===== config.mk =====
export PLATFORM = sky130hd
export DESIGN_NAME = pix_blend_core
export DESIGN_NICKNAME = d
export VERILOG_FILES = /design/src/rtl/pix_blend_pkg.sv /design/src/rtl/pb_alpha_mod.sv /design/src/rtl/pb_blend_terms.sv /design/src/rtl/pb_chan_div.sv /design/src/rtl/pix_blend_core.sv
export SDC_FILE = /design/constraint.sdc
export NUM_CORES = 2
export LEC_CHECK = 0
export ABC_AREA = 0
export BUFFER_PORTS_ARGS = -buffer_cell sky130_fd_sc_hd__buf_4
export CORE_MARGIN = 1.5
export CORE_UTILIZATION = 50
export DETAILED_ROUTE_END_ITERATION = 7
export GPL_TIMING_DRIVEN = 0
export PLACE_DENSITY = 0.66
export SETUP_SLACK_MARGIN = 0.4
export SLEW_MARGIN = 5
export SYNTH_ARGS = -nofsm -noshare
export SYNTH_HDL_FRONTEND = slang
export SYNTH_HIERARCHICAL = 1
export SYNTH_SLANG_ARGS = --single-unit

===== constraint.sdc =====
create_clock -name clk -period 84.5 [get_ports clk]
set_clock_uncertainty 0.05 [all_clocks]
set_input_delay 8.45 -clock clk [delete_from_list [all_inputs] [get_ports clk]]
set_output_delay 8.45 -clock clk [all_outputs]
set_load 0.05 [all_outputs]

===== src/rtl/pix_blend_pkg.sv =====
package pix_blend_pkg;

  typedef enum logic [1:0] {
    AM_KEEP  = 2'd0,
    AM_FIXED = 2'd1,
    AM_SCALE = 2'd2,
    AM_RSVD  = 2'd3
  } amode_e;

  localparam int unsigned NCH    = 3;
  localparam int unsigned LAT    = 3;

endpackage


===== src/rtl/pb_alpha_mod.sv =====
module pb_alpha_mod
  import pix_blend_pkg::*;
#(
  parameter int unsigned CW = 8
) (
  input  logic [1:0]    mode,
  input  logic [CW-1:0] a_in,
  input  logic [CW-1:0] k,
  output logic [CW-1:0] a_out
);
  localparam int unsigned W2   = 2 * CW;
  localparam int unsigned MAXV = (1 << CW) - 1;
  localparam int unsigned HALF = MAXV >> 1;

  logic [W2-1:0] prod;

  always_comb begin
    prod = W2'(a_in) * W2'(k) + W2'(HALF);
    unique case (amode_e'(mode))
      AM_FIXED: a_out = k;
      AM_SCALE: a_out = CW'(prod / W2'(MAXV));
      default:  a_out = a_in;
    endcase
  end
endmodule


===== src/rtl/pb_blend_terms.sv =====
module pb_blend_terms
  import pix_blend_pkg::*;
#(
  parameter int unsigned CW   = 8,
  parameter int unsigned NUMW = 2 * CW + 1
) (
  input  logic [CW-1:0]          af,
  input  logic [CW-1:0]          ab,
  input  logic [NCH*CW-1:0]      f_rgb,
  input  logic [NCH*CW-1:0]      b_rgb,
  output logic [CW-1:0]          a_res,
  output logic [NCH*NUMW-1:0]    num
);
  localparam int unsigned W2   = 2 * CW;
  localparam int unsigned MAXV = (1 << CW) - 1;

  logic [W2-1:0] p_fb;
  logic [W2-1:0] p_bw;
  logic [CW-1:0] ab_w;

  always_comb begin
    p_fb  = W2'(af) * W2'(ab);
    p_bw  = W2'(ab) * W2'(CW'(MAXV) - af);
    ab_w  = CW'(p_bw / W2'(MAXV));
    a_res = CW'(W2'(af) + W2'(ab) - p_fb / W2'(MAXV));
  end

  for (genvar c = 0; c < NCH; c++) begin : g_ch
    assign num[c*NUMW +: NUMW] = NUMW'(f_rgb[c*CW +: CW]) * NUMW'(af)
                               + NUMW'(b_rgb[c*CW +: CW]) * NUMW'(ab_w);
  end
endmodule


===== src/rtl/pb_chan_div.sv =====
module pb_chan_div #(
  parameter int unsigned CW   = 8,
  parameter int unsigned NUMW = 2 * CW + 1
) (
  input  logic [NUMW-1:0] num,
  input  logic [CW-1:0]   den,
  output logic [CW-1:0]   q
);
  always_comb begin
    if (den == '0) q = '0;
    else           q = CW'(num / NUMW'(den));
  end
endmodule


===== src/rtl/pix_blend_core.sv =====
module pix_blend_core
  import pix_blend_pkg::*;
#(
  parameter int unsigned CW = 8
) (
  input  logic            clk,
  input  logic            rst,
  input  logic            cfg_blend_en,
  input  logic [1:0]      cfg_fg_amode,
  input  logic [CW-1:0]   cfg_fg_aconst,
  input  logic [1:0]      cfg_bg_amode,
  input  logic [CW-1:0]   cfg_bg_aconst,
  input  logic            in_valid,
  output logic            in_ready,
  input  logic [4*CW-1:0] in_fg,
  input  logic [4*CW-1:0] in_bg,
  output logic            out_valid,
  input  logic            out_ready,
  output logic [4*CW-1:0] out_pix
);
  localparam int unsigned PW   = 4 * CW;
  localparam int unsigned CWR  = NCH * CW;
  localparam int unsigned NUMW = 2 * CW + 1;

  logic advance;
  assign advance  = !out_valid || out_ready;
  assign in_ready = advance;

  // stage 1: alpha adjustment
  logic [CW-1:0]  af_c, ab_c;
  logic           s1_v;
  logic [CW-1:0]  s1_af, s1_ab;
  logic [CWR-1:0] s1_frgb, s1_brgb;

  pb_alpha_mod #(.CW(CW)) u_amod_fg (
    .mode(cfg_fg_amode), .a_in(in_fg[PW-1 -: CW]), .k(cfg_fg_aconst), .a_out(af_c)
  );
  pb_alpha_mod #(.CW(CW)) u_amod_bg (
    .mode(cfg_bg_amode), .a_in(in_bg[PW-1 -: CW]), .k(cfg_bg_aconst), .a_out(ab_c)
  );

  always_ff @(posedge clk) begin
    if (rst) begin
      s1_v <= 1'b0;
    end else if (advance) begin
      s1_v <= in_valid;
    end
    if (advance) begin
      s1_af   <= af_c;
      s1_ab   <= ab_c;
      s1_frgb <= in_fg[CWR-1:0];
      s1_brgb <= in_bg[CWR-1:0];
    end
  end

  // stage 2: alpha combine and weighted sums
  logic [CW-1:0]       a_res_c;
  logic [NCH*NUMW-1:0] num_c;
  logic                s2_v, s2_blend;
  logic [CW-1:0]       s2_a;
  logic [NCH*NUMW-1:0] s2_num;
  logic [CWR-1:0]      s2_frgb;

  pb_blend_terms #(.CW(CW), .NUMW(NUMW)) u_terms (
    .af(s1_af), .ab(s1_ab), .f_rgb(s1_frgb), .b_rgb(s1_brgb),
    .a_res(a_res_c), .num(num_c)
  );

  always_ff @(posedge clk) begin
    if (rst) begin
      s2_v <= 1'b0;
    end else if (advance) begin
      s2_v <= s1_v;
    end
    if (advance) begin
      s2_blend <= cfg_blend_en;
      s2_a     <= cfg_blend_en ? a_res_c : s1_af;
      s2_num   <= num_c;
      s2_frgb  <= s1_frgb;
    end
  end

  // stage 3: normalise and output register
  logic [CWR-1:0] div_c;

  for (genvar c = 0; c < NCH; c++) begin : g_div
    pb_chan_div #(.CW(CW), .NUMW(NUMW)) u_div (
      .num(s2_num[c*NUMW +: NUMW]), .den(s2_a), .q(div_c[c*CW +: CW])
    );
  end

  always_ff @(posedge clk) begin
    if (rst) begin
      out_valid <= 1'b0;
    end else if (advance) begin
      out_valid <= s2_v;
    end
    if (advance) begin
      out_pix <= {s2_a, (s2_blend ? div_c : s2_frgb)};
    end
  end
endmodule


==> results.cfg <==
[outcome]
status = finished clean

[timing]
rsz0062_at_grt = no
fin_ws_ns = 44.31
final_max_slew_viol_count = 0
min_period_over_period = 0.4756
final-setup-viol-count = 0
setup_tns_ns = 0
tightest_slew_ns = 1.259
max_clock_freq_mhz = 24.88
relSlewSlack = 0.1559
period_minus_slack_ns = 40.19
hold_viol_final = 0

[die]
die_h_um = 335.5
core_area_um2 = 109300
fp-row-count = 121
start_util = 0.5056
num_io_pins = 123
die_w_um = 335.5
die-area_um2 = 112500

[clock_network]
path_clk_slew_ns = 0.08
cts_sinks = 183
cts_tree = yes
clk_latency_ns = 0.51
cts_max_level = 4
postCtsHoldBufs = 0
cts_resized = 0
numCtsBuffers = 17
cts_setup_buffers = 0
clockBufferDepth = 2
ctsRootBufferMaster = clkbuf_16

[setup_path]
setup.worst_path.class = register to register
reg2reg_to = out_pix[16]
cp.arrival_ns = 40.40
worst-endpoint-required_ns = 84.71
critPathMaxStageDelay_ns = 1.17
crit_slowest_cell = edfxtp_1
crit_path_start_kind = register
rrSetupSlack_ns = 44.31
r2r-start = s2_a[0]
cp_common_cell = o21a_1
r2r_cells = 164
crit_fanout = 16
worstSetupEndpointType = register

[placement]
routabilityCongestion = 0.9138
post_dp_cell_area_um2 = 57970
preCtsSetupSlack_ns = 44.89
io_buffers = 105
dp_hpwl_um = 122700

[worst_hold_path]
hold_path_class = register to register
whs_endpoint = out_valid
hp-start = s2_v
whs_path_depth = 2

[drt]
route.met3.wl_um = 7309
met2WireLength_um = 68040
firstDrtPassIters = 6
vias = 48529
antenna_left = 0
drt_iter0_markers = 3367
routed_via_density = 5.926
wirelength_um = 150100
highest_layer = met5
wl_met1_um = 71560
wl_per_cell_um = 18.33
drcViolationCount = 0

[final_layout]
final_cell_mix = inv_1 (756), ha_1 (682), nand2_1 (569)
fill_cells = 10272
multi_input_area_um2 = 45980
final_common_cell = inv_1
area_growth_pct = 6.022
final_layout_size_suffix_gt1_frac = 0.09273
regArea_um2 = 5465
finish.utilization = 0.5360
fin_area_um2 = 58590
fin_nets = 7921

[logic_synthesis]
synth_ff_type = edfxtp_1
ys_async_sr_fraction = 0
syn_inst = 6568
ys_types = 163
syn_area_um2 = 55270
syn-num-nets = 7794
synth_warnings = 6
yosysSeqAreaShare = 0.09889
synth-edff-count = 180
syn_area_per_cell_um2 = 8.414
ys_ff_latch = 183

[global_routing]
antenna_found_initial = 5
grt_max_degree = 98
grt_pass1_vias = 46403
grtUsageTotal = 0.2652
grt_pass1_wl_um = 243200
grt_overflow = 0

[flow_run]
drv_cap = 0
-- how the worst max path moves through the flow --
stage | depth (start not counted) | startpoint | end
final | 164 | s2_a[0] | out_pix[16]
after global routing | 165 | s2_a[0] | out_pix[16]
after CTS | 164 | s2_a[0] | out_pix[16]
after detailed placement | 164 | s2_a[0] | out_pix[16]
after global placement | 164 | s2_a[0] | out_pix[16]
after floorplan | 165 | s2_a[6] | out_pix[16]
-- area by class of cell --
cell class / instances / share of cell area
clock buffers: 17 / 0.007260
plain buffers: 212 / 0.01681
flip-flops and latches: 183 / 0.09327
repair buffers: 108 / 0.01418
multi-input cells: 5410 / 0.7846
clock inverters: 15 / 0.003096
well taps: 1476 / 0.03152
inverters: 763 / 0.04901
diodes: 5 / 0.0002135
-- critical path, delay by kind of cell, from the launching register on --
family                     cells  cell delay (ns)
AOI/OAI and AO/OA             86            18.88
and+or+nand+nor               42             8.87
adders and majority gates     17             5.22
buffers and inverters         14             4.01
muxes                          5             1.69
DFF                            1             1.17
-- kinds of logic after synthesis --
family          after synthesis  share of synthesized area
flops                       183                    0.09889
xor+xnor                    264                    0.04250
mux                         188                    0.04012
fa+ha+maj                  1144                     0.3205
buf+inv                     975                    0.06964
compound gates             1620                     0.2178
simple gates               2194                     0.2105
-- metal layers --
| layer | global-route usage | vias to the layer above |
|---|---|---|
| met4 | 0.06489 | 4 |
| met1 | 0.3747 | 23574 |
| met5 | 0 | - |
| li1 | - | 23597 |
| met2 | 0.4332 | 1179 |
| met3 | 0.02685 | 175 |
-- registers in the layout, summed over array words and instances, names as in the netlist --
| name | cells |
|---|---|
| s2_num | 51 |
| out_pix | 32 |
| s1_brgb | 24 |
| s1_frgb | 24 |
| s2_frgb | 24 |
| s1_ab | 8 |
| s1_af | 8 |
| s2_a | 8 |
| out_valid | 1 |
| s1_v | 1 |
| s2_blend | 1 |
| s2_v | 1 |
-- synth_stat cells, drive strengths merged, types with 14 or more instances --
cell type	n	area [µm²]
or2	41	259.0
buf	67	440.4
nand3	107	570.5
a221oi	21	234.0
and2	308	1929
fa	455	9109
a211oi	75	705.7
o22ai	22	150.1
a21oi	334	1795
xor2	89	779.5
a211o	28	245.2
o31a	17	150.1
mux2i	54	565.5
nor4	36	314.1
o21bai	47	360.3
inv	762	2860
nand2b	99	626.9
o31ai	96	768.2
xnor2	174	1546
o211a	14	140.1
and3	57	379.1
a2111oi	14	214.0
or3	76	515.5
nand2	576	2190
edfxtp	180	5405
or4	22	180.2
nor2	349	1323
a21boi	54	461.7
ha	682	8533
a31oi	59	411.6
nor2b	148	925.9
a31o	17	166.4
a21o	106	795.8
mux2	134	1652
nor3	235	1227
nand4	55	380.4
o21ai	260	1358
a22oi	18	150.2
and4	17	148.9
clkbuf	145	544.3
o211ai	78	638.1
o21a	168	1261
-- metrics by stage --
stage	std cells	hold slack, ns
after floorplan	6568	0.3694
after CTS	8184	0.4042
final	8189	0.3994
after global placement	8149	0.3818
after detailed placement	8152	0.3912
after global routing	8184	0.4422
Power is left out: the tool's default activity adds up to more than one toggle a clock period on the data nets, which glitch-free logic cannot reach.
